`config.mk`:
```
export PLATFORM = sky130hd
export DESIGN_NAME = bus_trig_trace
export DESIGN_NICKNAME = d
export VERILOG_FILES = /design/src/rtl/bt_pkg.sv /design/src/rtl/bt_cmp.sv /design/src/rtl/bt_tag.sv /design/src/rtl/bt_fifo.sv /design/src/rtl/bus_trig_trace.sv
export SDC_FILE = /design/constraint.sdc
export NUM_CORES = 1
export LEC_CHECK = 0
export BUFFER_PORTS_ARGS = -buffer_cell sky130_fd_sc_hd__buf_4
export CORE_ASPECT_RATIO = 0.7
export CORE_MARGIN = 1
export CORE_UTILIZATION = 43
export CTS_CLUSTER_DIAMETER = 120
export DETAILED_ROUTE_END_ITERATION = 12
export PLACE_DENSITY = 0.64
export SLEW_MARGIN = 40
export SYNTH_ARGS = -nofsm -noshare
export SYNTH_HDL_FRONTEND = slang
export SYNTH_SLANG_ARGS = --single-unit
```
`constraint.sdc`:
```
create_clock -name clk -period 6.06 [get_ports clk]
set_input_delay 1.212 -clock clk [delete_from_list [all_inputs] [get_ports clk]]
set_output_delay 1.212 -clock clk [all_outputs]
set_load 0.05 [all_outputs]
```
`src/rtl/bt_pkg.sv`:
```
package bt_pkg;

    typedef enum logic [2:0] {
        ST_IDLE,
        ST_WAIT,
        ST_CAP,
        ST_RING,
        ST_DONE
    } bt_state_e;

    localparam logic [3:0] MD_A      = 4'd0;
    localparam logic [3:0] MD_AORB   = 4'd1;
    localparam logic [3:0] MD_ATHENB = 4'd2;
    localparam logic [3:0] MD_EVB    = 4'd3;
    localparam logic [3:0] MD_AEVB   = 4'd4;
    localparam logic [3:0] MD_ADATB  = 4'd5;
    localparam logic [3:0] MD_ANDATB = 4'd6;
    localparam logic [3:0] MD_INRNG  = 4'd7;
    localparam logic [3:0] MD_OUTRNG = 4'd8;

    typedef struct packed {
        logic       begin_tr;
        logic       tag;
        logic [3:0] mode;
    } bt_ctrl_t;

endpackage

```
`src/rtl/bt_cmp.sv`:
```
module bt_cmp
    import bt_pkg::*;
#(
    parameter int AW = 16,
    parameter int DW = 8
) (
    input  logic          clk,
    input  logic          rst_n,
    input  logic          seq_clr,
    input  logic          watch,
    input  logic [3:0]    mode,
    input  logic [AW-1:0] cmp_a,
    input  logic [AW-1:0] cmp_b,
    input  logic          bus_valid,
    input  logic [AW-1:0] bus_addr,
    input  logic [DW-1:0] bus_data,
    output logic          cand,
    output logic          ev_store,
    output logic          seq_o
);

    logic hit_a, hit_b, dat_b, in_rng;
    logic seq_q;
    logic seq_mode;

    assign hit_a    = (bus_addr == cmp_a);
    assign hit_b    = (bus_addr == cmp_b);
    assign dat_b    = (bus_data == cmp_b[DW-1:0]);
    assign in_rng   = (bus_addr >= cmp_a) && (bus_addr <= cmp_b);
    assign seq_mode = (mode == MD_ATHENB) || (mode == MD_AEVB);

    always_ff @(posedge clk or negedge rst_n) begin
        if (!rst_n) begin
            seq_q <= 1'b0;
        end else if (seq_clr) begin
            seq_q <= 1'b0;
        end else if (watch && bus_valid && hit_a && seq_mode) begin
            seq_q <= 1'b1;
        end
    end

    always_comb begin
        cand = 1'b0;
        unique case (mode)
            MD_A:      cand = hit_a;
            MD_AORB:   cand = hit_a || hit_b;
            MD_ATHENB: cand = seq_q && hit_b;
            MD_ADATB:  cand = hit_a && dat_b;
            MD_ANDATB: cand = hit_a && !dat_b;
            MD_INRNG:  cand = in_rng;
            MD_OUTRNG: cand = !in_rng;
            default:   cand = 1'b0;
        endcase
        cand = cand && bus_valid;
    end

    assign ev_store = bus_valid && hit_b &&
                      ((mode == MD_EVB) || ((mode == MD_AEVB) && seq_q));
    assign seq_o    = seq_q;

    // After a clear, the sequence flag must be low on the following cycle
    AST_SEQ_CLEARED: assert property (@(posedge clk) disable iff (!rst_n)
        seq_clr |=> !seq_q);

endmodule

```
`src/rtl/bt_tag.sv`:
```
module bt_tag #(
    parameter int AW = 16
) (
    input  logic          clk,
    input  logic          rst_n,
    input  logic          clr,
    input  logic          en,
    input  logic          cand,
    input  logic [AW-1:0] bus_addr,
    input  logic          exec_valid,
    input  logic [AW-1:0] exec_addr,
    output logic          fire
);

    logic          pend_q;
    logic [AW-1:0] pend_addr_q;

    always_ff @(posedge clk or negedge rst_n) begin
        if (!rst_n) begin
            pend_q      <= 1'b0;
            pend_addr_q <= '0;
        end else if (clr) begin
            pend_q      <= 1'b0;
        end else if (en && cand) begin
            pend_q      <= 1'b1;
            pend_addr_q <= bus_addr;
        end
    end

    assign fire = en && pend_q && exec_valid && (exec_addr == pend_addr_q);

    // Without any executed opcode there can be no tagged trigger
    AST_TAG_NEEDS_EXEC: assert property (@(posedge clk) disable iff (!rst_n)
        !exec_valid |-> !fire);

endmodule

```
`src/rtl/bt_fifo.sv`:
```
module bt_fifo #(
    parameter int DEPTH = 8,
    parameter int W     = 16
) (
    input  logic                       clk,
    input  logic                       rst_n,
    input  logic                       clr,
    input  logic                       push,
    input  logic                       overwrite,
    input  logic [W-1:0]               din,
    input  logic                       pop,
    output logic [W-1:0]               dout,
    output logic [$clog2(DEPTH+1)-1:0] level
);

    localparam int LW = $clog2(DEPTH);
    localparam int CW = $clog2(DEPTH + 1);

    logic [W-1:0]  mem [DEPTH];
    logic [LW-1:0] wr_q, rd_q;
    logic [CW-1:0] cnt_q;
    logic          full, do_push, do_pop;

    function automatic logic [LW-1:0] nxt(input logic [LW-1:0] p);
        return (p == LW'(DEPTH - 1)) ? '0 : p + 1'b1;
    endfunction

    assign full    = (cnt_q == CW'(DEPTH));
    assign do_push = push && (!full || overwrite);
    assign do_pop  = pop && (cnt_q != '0) && !push;

    always_ff @(posedge clk) begin
        if (do_push) begin
            mem[wr_q] <= din;
        end
    end

    always_ff @(posedge clk or negedge rst_n) begin
        if (!rst_n) begin
            wr_q  <= '0;
            rd_q  <= '0;
            cnt_q <= '0;
        end else if (clr) begin
            wr_q  <= '0;
            rd_q  <= '0;
            cnt_q <= '0;
        end else begin
            if (do_push) begin
                wr_q <= nxt(wr_q);
            end
            if (do_push && full) begin
                rd_q <= nxt(rd_q);
            end else if (do_pop) begin
                rd_q <= nxt(rd_q);
            end
            if (do_push && !full) begin
                cnt_q <= cnt_q + 1'b1;
            end else if (do_pop) begin
                cnt_q <= cnt_q - 1'b1;
            end
        end
    end

    assign dout  = mem[rd_q];
    assign level = cnt_q;

    AST_NO_OVERFLOW: assert property (@(posedge clk) disable iff (!rst_n)
        cnt_q <= CW'(DEPTH));
    AST_RING_STAYS_FULL: assert property (@(posedge clk) disable iff (!rst_n)
        (full && push && overwrite && !clr) |=> (cnt_q == CW'(DEPTH)));

endmodule

```
`src/rtl/bus_trig_trace.sv`:
```
module bus_trig_trace
    import bt_pkg::*;
#(
    parameter int AW    = 16,
    parameter int DW    = 8,
    parameter int DEPTH = 8
) (
    input  logic          clk,
    input  logic          rst_n,
    input  logic          cfg_we,
    input  logic [1:0]    cfg_sel,
    input  logic [15:0]   cfg_wdata,
    output logic [15:0]   cfg_rdata,
    input  logic          bus_valid,
    input  logic [AW-1:0] bus_addr,
    input  logic [DW-1:0] bus_data,
    input  logic          exec_valid,
    input  logic [AW-1:0] exec_addr,
    output logic          trig_flag,
    output logic          cap_done,
    input  logic          fifo_pop,
    output logic [AW-1:0] fifo_dout,
    output logic [$clog2(DEPTH+1)-1:0] fifo_level
);

    localparam int CW = $clog2(DEPTH + 1);

    bt_state_e     state_q, state_d;
    bt_ctrl_t      ctrl_q;
    logic [AW-1:0] cmp_a_q, cmp_b_q;
    logic          trig_q;

    logic armed, arm_wr, arm_req, disarm_req, evt_mode, begin_eff, tag_en;
    logic watch, cand, ev_store, seq_flag, tag_fire, fire;
    logic fifo_push, trig_set, seq_clr, pop_ok, last_slot;
    logic [AW-1:0] push_data;

    assign armed      = (state_q == ST_WAIT) || (state_q == ST_CAP) || (state_q == ST_RING);
    assign arm_wr     = cfg_we && (cfg_sel == 2'd3);
    assign arm_req    = arm_wr && cfg_wdata[0] && !armed;
    assign disarm_req = arm_wr && !cfg_wdata[0] && armed;
    assign evt_mode   = (ctrl_q.mode == MD_EVB) || (ctrl_q.mode == MD_AEVB);
    assign begin_eff  = ctrl_q.begin_tr || evt_mode;
    assign tag_en     = ctrl_q.tag && !evt_mode;
    assign watch      = (state_q == ST_WAIT) || (state_q == ST_RING);
    assign last_slot  = (fifo_level == CW'(DEPTH - 1));

    // Register file: configuration is locked while armed
    always_ff @(posedge clk or negedge rst_n) begin
        if (!rst_n) begin
            ctrl_q  <= '0;
            cmp_a_q <= '0;
            cmp_b_q <= '0;
        end else if (cfg_we && !armed) begin
            unique case (cfg_sel)
                2'd0:    ctrl_q  <= '{begin_tr: cfg_wdata[7], tag: cfg_wdata[6],
                                      mode: cfg_wdata[3:0]};
                2'd1:    cmp_a_q <= cfg_wdata[AW-1:0];
                2'd2:    cmp_b_q <= cfg_wdata[AW-1:0];
                default: ;
            endcase
        end
    end

    always_comb begin
        unique case (cfg_sel)
            2'd0:    cfg_rdata = {8'h00, ctrl_q.begin_tr, ctrl_q.tag, 2'b00, ctrl_q.mode};
            2'd1:    cfg_rdata = cmp_a_q;
            2'd2:    cfg_rdata = cmp_b_q;
            default: cfg_rdata = {13'd0, trig_q, cap_done, armed};
        endcase
    end

    bt_cmp #(.AW(AW), .DW(DW)) cmp_i (
        .clk       (clk),
        .rst_n     (rst_n),
        .seq_clr   (seq_clr),
        .watch     (watch),
        .mode      (ctrl_q.mode),
        .cmp_a     (cmp_a_q),
        .cmp_b     (cmp_b_q),
        .bus_valid (bus_valid),
        .bus_addr  (bus_addr),
        .bus_data  (bus_data),
        .cand      (cand),
        .ev_store  (ev_store),
        .seq_o     (seq_flag)
    );

    bt_tag #(.AW(AW)) tag_i (
        .clk        (clk),
        .rst_n      (rst_n),
        .clr        (arm_req),
        .en         (tag_en && watch),
        .cand       (cand),
        .bus_addr   (bus_addr),
        .exec_valid (exec_valid),
        .exec_addr  (exec_addr),
        .fire       (tag_fire)
    );

    assign fire = tag_en ? tag_fire : cand;

    // Next-state logic
    always_comb begin
        state_d = state_q;
        unique case (state_q)
            ST_IDLE, ST_DONE: begin
                if (arm_req) state_d = begin_eff ? ST_WAIT : ST_RING;
            end
            ST_WAIT: begin
                if (disarm_req) begin
                    state_d = ST_IDLE;
                end else if (evt_mode) begin
                    if (ev_store) state_d = (DEPTH == 1) ? ST_DONE : ST_CAP;
                end else if (fire) begin
                    state_d = ST_CAP;
                end
            end
            ST_CAP: begin
                if (disarm_req) state_d = ST_IDLE;
                else if (fifo_push && last_slot) state_d = ST_DONE;
            end
            ST_RING: begin
                if (disarm_req) state_d = ST_IDLE;
                else if (fire) state_d = ST_DONE;
            end
        endcase
    end

    // State register
    always_ff @(posedge clk or negedge rst_n) begin
        if (!rst_n) state_q <= ST_IDLE;
        else        state_q <= state_d;
    end

    // Per-state outputs
    always_comb begin
        fifo_push = 1'b0;
        trig_set  = 1'b0;
        seq_clr   = arm_req || disarm_req;
        unique case (state_q)
            ST_IDLE: seq_clr = 1'b1;
            ST_WAIT: begin
                if (!disarm_req) begin
                    fifo_push = evt_mode && ev_store;
                    trig_set  = evt_mode ? ev_store : fire;
                end
            end
            ST_CAP: begin
                if (!disarm_req) fifo_push = evt_mode ? ev_store : bus_valid;
            end
            ST_RING: begin
                if (!disarm_req) begin
                    fifo_push = bus_valid;
                    trig_set  = fire;
                end
            end
            ST_DONE: ;
        endcase
    end

    always_ff @(posedge clk or negedge rst_n) begin
        if (!rst_n)        trig_q <= 1'b0;
        else if (arm_req)  trig_q <= 1'b0;
        else if (trig_set) trig_q <= 1'b1;
    end

    assign push_data = evt_mode ? {{(AW-DW){1'b0}}, bus_data} : bus_addr;
    assign pop_ok    = fifo_pop && !armed;

    bt_fifo #(.DEPTH(DEPTH), .W(AW)) fifo_i (
        .clk       (clk),
        .rst_n     (rst_n),
        .clr       (arm_req),
        .push      (fifo_push),
        .overwrite (state_q == ST_RING),
        .din       (push_data),
        .pop       (pop_ok),
        .dout      (fifo_dout),
        .level     (fifo_level)
    );

    assign trig_flag = trig_q;
    assign cap_done  = (state_q == ST_DONE);

    AST_CTRL_LOCKED: assert property (@(posedge clk) disable iff (!rst_n)
        armed |=> $stable(ctrl_q));
    AST_BEGIN_FULL_DONE: assert property (@(posedge clk) disable iff (!rst_n)
        (state_q == ST_CAP && fifo_push && last_slot && !disarm_req)
        |=> (state_q == ST_DONE && fifo_level == CW'(DEPTH)));
    AST_RESERVED_SILENT: assert property (@(posedge clk) disable iff (!rst_n)
        (armed && ctrl_q.mode > MD_OUTRNG) |=> !trig_q);
    AST_TAG_HOLDS_RING: assert property (@(posedge clk) disable iff (!rst_n)
        (state_q == ST_RING && tag_en && !exec_valid && !disarm_req)
        |=> (state_q == ST_RING));
    AST_SEQ_IDLE_CLEAR: assert property (@(posedge clk) disable iff (!rst_n)
        (state_q == ST_IDLE) |=> !seq_flag);
    AST_EVT_IS_BEGIN: assert property (@(posedge clk) disable iff (!rst_n)
        (arm_req && evt_mode) |=> (state_q == ST_WAIT));

endmodule

```
==> summary.md, run 1 <==
| Metric | Value |
|---|---|
| Initial core utilization | 0.442 |
| Tmin final | 4.03 ns |
| Syn Nets | 763 |
| RePlAce Congestion | 0.910 |
| CP most frequent cell | ha_1 |
| GRT overflow | 0 |
| Via count | 6040 |
| Initial antenna violation count | 0 |
| Most common cell after layout, fill and taps aside | edfxtp_1 |
| Post-synthesis mux area share | 0.183 |
| Crit path largest cell delay | 0.50 ns |
| FFs w/ async S/R, synth | 0.354 |
| CP endpoint kind | flop |
| Data required, critical path | 6.33 ns |
| Finished Layout Cells | 1061 |
| Max cap viols | 0 |
| Post-synthesis xor/xnor area fraction | 0.0246 |
| Kind of critical path | in2reg |
| Critical path fanouts, max | 5 |
| Pint | 3.36 mW |
| Vias in the first global route | 6243 |
| FF+latch count, synth | 198 |
| CP max-delay cell | a2111oi_2 |
| Syn Inst Count | 660 |
| Detail Placement HPWL | 16.7 mm |
| Clk Latency, worst-skew pair | 0.44 ns |
| Ys flop type | edfxtp_1 |
| Sum of negative setup slack | 0 ns |
| Detailed Route WL | 23.3 mm |
| Final Hold Fails | 0 |
| Yosys warning total | 0 |
| Largest area contributor in the netlist | edfxtp_1 |
| Top post-synthesis cells by area | edfxtp_1 (40%), dfrtp_1 (18%), mux2_2 (8.4%), mux4_2 (8.2%), ha_1 (4.9%) |
| PnR worst setup slack | 2.03 ns |
| Complex-gate fraction of the synthesized area | 0.0511 |
| Hold WS | 0.536 ns |
| Post-synth top area share | 0.399 |
| Sequential fraction of the synthesis area | 0.581 |
| GRT Total Usage | 0.213 |
| DRT iter0 DRCs | 501 |
| Max Fclk | 248 MHz |
| Dpl cells | 1029 |
| Core Area | 0.0218 mm² |
| Yosys cell types | 64 |
| N_diodes | 0 |
| Dpl ws | 1.72 ns |
| Worst Skew | 0.0164 ns |
| Initial DRT Pass Iterations | 5 |
| Cts-stage hold buffer count | 0 |
| Die H | 127 µm |
| Die area | 0.0230 mm² |
| Tcrit/Tclk final | 0.665 |
| Share of layout cells above drive strength 1 | 0.354 |
| Clock power share | 0.198 |
| Root buffer cell | clkbuf_16 |
| DRC violations left | 0 |
| Power Dens Cells | 497 mW/mm² |
| Switching share of power | 0.403 |
| Post-Synth Adder-Cell Area | 0.0515 |
| Simple-Gate Fraction of Synth Area | 0.0809 |
| # H-tree levels | 4 |
| Status | finished clean |
| Max clock buf depth | 2 |
| Final Net Count | 869 |
| Main combinational cell family by area after synthesis | multiplexers |
| Number of port buffers | 101 |
| Placement Rows | 45 |
| Most frequent cells in the layout | edfxtp_1 (128), buf_4 (110), mux2_2 (72) |
| PostCTS Resize Cnt | 0 |
| RSZ-0062 raised after global routing | false |
| First-pass GRT wire length | 36.5 mm |
| Final antenna-violating net count | 0 |
| Worst Path Arrival | 4.30 ns |
| Power share of the sequential group | 0.380 |
| Mean post-synth cell area | 14.6 µm² |
| Final Max Tran Viols | 0 |
| Total Power | 5.63 mW |
| CTS Buf Count | 17 |
| Clock-pin transition on the worst setup and hold timing paths | 0.08 ns |
| Max IR drop VDD | 243 µV |
| Max_slew headroom | 0.462 |
| Area of the mapped netlist | 0.00963 mm² |
| Die X | 181 µm |
| TritonCTS clock tree | done |
| Worst slew pin tran | 0.804 ns |
| Area grow syn2layout | 17.8% |
| Setup violators final | 0 |
| Leak | 4.50 nW |
| Worst setup SP type | input pin |
| Clock sinks | 198 |
| Number of synthesized flops with an enable pin | 128 |
| # IOs | 102 |
| Class of the worst hold path | reg2reg |
| Combinational fraction of design power | 0.422 |
| WL/cell | 22.0 µm |
| Setup Fix Bufs, Post-CTS | 0 |
| Vias per cell | 5.69 |
| Crit-path cells | buf_4, ha_1, nand4_1, nor3_1, nand3_1, a2111oi_2, o21ai_1, ha_1, a21o_1, a21oi_1, xor2_1, o21ai_0, o22ai_1 |
| Largest net degree at the start of global routing | 71 |
| Psw | 2.27 mW |
[cell type report]
class	count	area, µm²
fill	1777	10500
multi-input combinational	394	3800
sequential	198	5600
clock inverter	15	155
tap	282	353
timing repair buffer	111	837
inverter	44	165
clock buffer	17	425
[metrics by stage]
stage / utilization / instance area, µm²
final: 0.520 / 11300
after global placement: 0.493 / 10700
after global routing: 0.520 / 11300
after CTS: 0.520 / 11300
after floorplan: - / 9630
after detailed placement: 0.494 / 10800
[cells by family after synthesis]
| kind of cell | after synthesis |
|---|---|
| AO/OA/AOI/OAI | 73 |
| XOR/XNOR | 27 |
| adder cells (fa/ha/maj) | 39 |
| buffers and inverters | 68 |
| flip-flops | 198 |
| multiplexers | 119 |
| AND/OR/NAND/NOR | 136 |
[Yosys cell counts, drive strengths merged (18+ instances only)]
master,instances
dfrtp,70
xnor2,21
inv,44
edfxtp,128
nor2,23
nand2,22
mux4,35
mux2,81
a21oi,22
ha,38
clkbuf,18
[power by group through the flow]
| stage | registers, mW | clock network [mW] | logic, mW |
|---|---|---|---|
| 6_report | 2.14 | 1.12 | 2.38 |
| 5_1_grt | 2.19 | 1.19 | 2.57 |
| 4_1_cts | 2.14 | 1.14 | 2.39 |
| 3_5_place_dp | 2.16 | 0 | 2.38 |
| 3_3_place_gp | 2.15 | 0 | 2.33 |
| 2_1_floorplan | 2.02 | 0 | 1.77 |
[routing by layer]
metal  track usage  share of wire
met1         0.316           0.48
met2         0.316           0.44
met3        0.0476          0.063
met4        0.0543          0.012
met5             0              0
[state kept, by name (all words and copies together) (netlist names)]
signal,flops
fifo_i.mem,128
cmp_a_q,16
cmp_b_q,16
tag_i.pend_addr_q,16
ctrl_q,6
fifo_i.level,4
fifo_i.rd_q,3
fifo_i.wr_q,3
state_q,3
cmp_i.seq_o,1
tag_i.pend_q,1
trig_flag,1
[worst paths after layout]
check	start	endpoint	slack [ns]	cells after the start
worst max-delay path	bus_addr[14]	fifo_i.level[3]$_DFFE_PN0P_	2.03	13
worst min-delay path	tag_i.pend_addr_q[1]$_DFFE_PN0P_	tag_i.pend_addr_q[1]$_DFFE_PN0P_	0.54	1
worst max register to register	cmp_b_q[9]$_DFFE_PN0P_	fifo_i.level[3]$_DFFE_PN0P_	2.47	13
worst min register to register	tag_i.pend_addr_q[1]$_DFFE_PN0P_	tag_i.pend_addr_q[1]$_DFFE_PN0P_	0.54	1
max in group asynchronous	rst_n	fifo_i.rd_q[1]$_DFFE_PN0P_	4.78	1
min in group asynchronous	rst_n	cmp_a_q[1]$_DFFE_PN0P_	0.78	1
[critical path, delay by kind of cell]
| family | cells | cell delay [ns] |
|---|---|---|
| buf+inv | 1 | 0.13 |
| simple gates | 3 | 0.64 |
| fa+ha+maj | 2 | 0.65 |
| xor+xnor | 1 | 0.10 |
| compound gates | 6 | 1.56 |
Power figures use the tool's default switching activity.
==> inputs of run 2 (changes only) <==
==> constraint.sdc (replaced) <==
create_clock -name clk -period 3.9 [get_ports clk]
set_input_delay 0.78 -clock clk [delete_from_list [all_inputs] [get_ports clk]]
set_output_delay 0.78 -clock clk [all_outputs]
set_load 0.05 [all_outputs]
==> run 2 against run 1 <==
Highest routed layer unchanged. Largest cell class unchanged. Global-route usage about the same. Clock-buffer cell count stayed put. Core utilization is 1.2 points higher. Critical path type unchanged. Critical path depth up 2.
==> summary.md, run 2 (synthesis gave the netlist of run 1 again) <==
| Metric | Value |
|---|---|
| Tcrit/Tclk final | 0.890 |
| Final Hold Fails | 0 (unchanged) |
| N_diodes | 0 (unchanged) |
| Class of the worst hold path | in2async (was reg2reg) |
| Vias per cell | 5.58 (was 5.69) |
| Worst Path Arrival | 3.82 ns (was 4.30 ns) |
| PostCTS Resize Cnt | 0 (unchanged) |
| FF-to-FF setup slack | 0.45 ns (was 2.47 ns) |
| DRC violations left | 0 (unchanged) |
| Sum of negative setup slack | 0 ns (unchanged) |
| Crit-path cells | buf_4, ha_1, nand4_1, nor3_1, buf_4, nand3_1, a2111oi_2, o21ai_1, ha_1, a21o_1, a21oi_1, a21oi_1, o21ai_0, o21ai_0, o22ai_1 (was buf_4, ha_1, nand4_1, nor3_1, nand3_1, a2111oi_2, o21ai_1, ha_1, a21o_1, a21oi_1, xor2_1, o21ai_0, o22ai_1) |
| Via count | 5987 (was 6040) |
| Die area | 0.0230 mm² (unchanged) |
| Critical register-to-register path startpoint | cmp_b_q[11]$_DFFE_PN0P_ (was cmp_b_q[9]$_DFFE_PN0P_) |
| CP max-delay cell | a2111oi_2 (unchanged) |
| Most common cell after layout, fill and taps aside | edfxtp_1 (unchanged) |
| Final Net Count | 881 (was 869) |
| WL/cell | 21.5 µm (was 22.0 µm) |
| Worst Skew | 0.0187 ns (was 0.0164 ns) |
| Cts-stage hold buffer count | 0 (unchanged) |
| Reg2reg end | fifo_i.level[3]$_DFFE_PN0P_ (unchanged) |
| TritonCTS clock tree | done (unchanged) |
| Initial DRT Pass Iterations | 5 (unchanged) |
| Clock sinks | 198 (unchanged) |
| Reg2reg path depth | 15 (was 13) |
| Worst setup SP type | input pin (unchanged) |
| Detailed Route WL | 23.1 mm (was 23.3 mm) |
| Max Fclk | 288 MHz |
| Vias in the first global route | 6327 (was 6243) |
| Fillers | 1766 (was 1777) |
| First-pass GRT wire length | 36.3 mm (was 36.5 mm) |
| CP endpoint kind | flop (unchanged) |
| Most flop-heavy register | fifo_i.mem (unchanged) |
| Core Area | 0.0218 mm² (unchanged) |
| Root buffer cell | clkbuf_16 (unchanged) |
| Initial core utilization | 0.442 (unchanged) |
| Max IR drop VDD | 378 µV (was 243 µV) |
| RePlAce Congestion | 0.953 (was 0.910) |
| GRT Total Usage | 0.213 (about the same) |
| Max FFs per register | 128 (unchanged) |
| Hold WS | 0.347 ns (was 0.536 ns) |
| Power Dens Cells | 764 mW/mm² (was 497 mW/mm²) |
| Max clock buf depth | 2 (unchanged) |
| Kind of critical path | in2reg (unchanged) |
| DRT iter0 DRCs | 432 (was 501) |
| Crit-path leading delay family | compound AO/OA/AOI/OAI gates (unchanged) |
| # H-tree levels | 4 (unchanged) |
| Data required, critical path | 4.25 ns (was 6.33 ns) |
| Crit path largest cell delay | 0.50 ns (about the same) |
| GRT overflow | 0 (unchanged) |
| Die X | 181 µm (unchanged) |
| Share of layout cells above drive strength 1 | 0.362 (was 0.354) |
| CP Buf/Inv Count | 2 (was 1) |
| Area grow syn2layout | 20.4% (was 17.8%) |
| Worst slew pin tran | 0.678 ns (was 0.804 ns) |
| Setup Fix Bufs, Post-CTS | 0 (unchanged) |
| Clock-pin transition on the worst setup and hold timing paths | 0.08 ns (about the same) |
| Status | finished clean (unchanged) |
| Die H | 127 µm (unchanged) |
| Clk Latency, worst-skew pair | 0.44 ns (about the same) |
| CTS Buf Count | 17 (unchanged) |
| Setup violators final | 0 (unchanged) |
| Final antenna-violating net count | 0 (unchanged) |
| Max cap viols | 0 (unchanged) |
| Tmin final | 3.47 ns |
| Initial antenna violation count | 0 (unchanged) |
| Finished Layout Cells | 1073 (was 1061) |
| Placement Rows | 45 (unchanged) |
| Largest net degree at the start of global routing | 71 (unchanged) |
| Dpl cells | 1041 (was 1029) |
| Number of port buffers | 101 (unchanged) |
| Leak | 4.62 nW (was 4.50 nW) |
| Most frequent cells in the layout | edfxtp_1 (128), buf_4 (112), mux2_2 (72) (was edfxtp_1 (128), buf_4 (110), mux2_2 (72)) |
| Max_slew headroom | 0.548 (was 0.462) |
| Final Max Tran Viols | 0 (unchanged) |
| Detail Placement HPWL | 16.5 mm (was 16.7 mm) |
| Critical path fanouts, max | 4 (was 5) |
| RSZ-0062 raised after global routing | false (unchanged) |
| # IOs | 102 (unchanged) |
run 2: changes by cell type in the layout (fill, tap and decap cells not counted), sizes merged:
| cell | before | now |
|---|---|---|
| clkinvlp | 3 | 0 |
| clkinv | 4 | 5 |
| inv | 52 | 54 |
| buf | 111 | 123 |
run 2: worst max path at each step:
stage / from / to / slack [ns] / cells after the start
floorplan: bus_addr[11] / fifo_i.mem[1][0]$_DFFE_PP_ / 0.05 / 9
global placement: bus_addr[11] / fifo_i.level[3]$_DFFE_PN0P_ / 0.17 / 14
detailed placement: bus_addr[9] / fifo_i.level[3]$_DFFE_PN0P_ / 0.06 / 14
CTS: cmp_b_q[9]$_DFFE_PN0P_ / fifo_i.level[3]$_DFFE_PN0P_ / 0.51 / 14
global route: cmp_b_q[11]$_DFFE_PN0P_ / fifo_i.level[3]$_DFFE_PN0P_ / 0.27 / 15
finish: bus_addr[9] / fifo_i.level[3]$_DFFE_PN0P_ / 0.43 / 15
run 2: where the power goes:
part,internal [mW],switching (mW)
Sequential,2.79,0.402
Clock,0.900,0.923
Combinational,1.63,2.23
Total,5.31,3.55
run 2: through the flow:
step | setup slack, ns | total power, mW | utilization | instance area (µm²)
3_3_place_gp | 0.171 | 6.96 | 0.502 | 10900
2_1_floorplan | 0.0476 | 5.90 | - | 9640
5_1_grt | 0.271 | 9.37 | 0.532 | 11600
4_1_cts | 0.511 | 8.92 | 0.532 | 11600
3_5_place_dp | 0.0599 | 7.08 | 0.503 | 11000
6_report | 0.430 | 8.86 | 0.532 | 11600
run 2: metal layers:
layer	global-route usage	wire, µm
met1	0.306	10700
met2	0.326	10400
met3	0.0505	1680
met5	0	0
met4	0.0513	224
run 2: final cells by class:
type | instances | area [µm²] | share of cell area
Multi-Input combinational cell | 394 | 3790 | 0.327
Inverter | 44 | 165 | 0.0142
Timing Repair Buffer | 123 | 1050 | 0.0908
Tap cell | 282 | 353 | 0.0304
Clock buffer | 17 | 425 | 0.0367
Clock inverter | 15 | 208 | 0.0179
Sequential cell | 198 | 5600 | 0.483
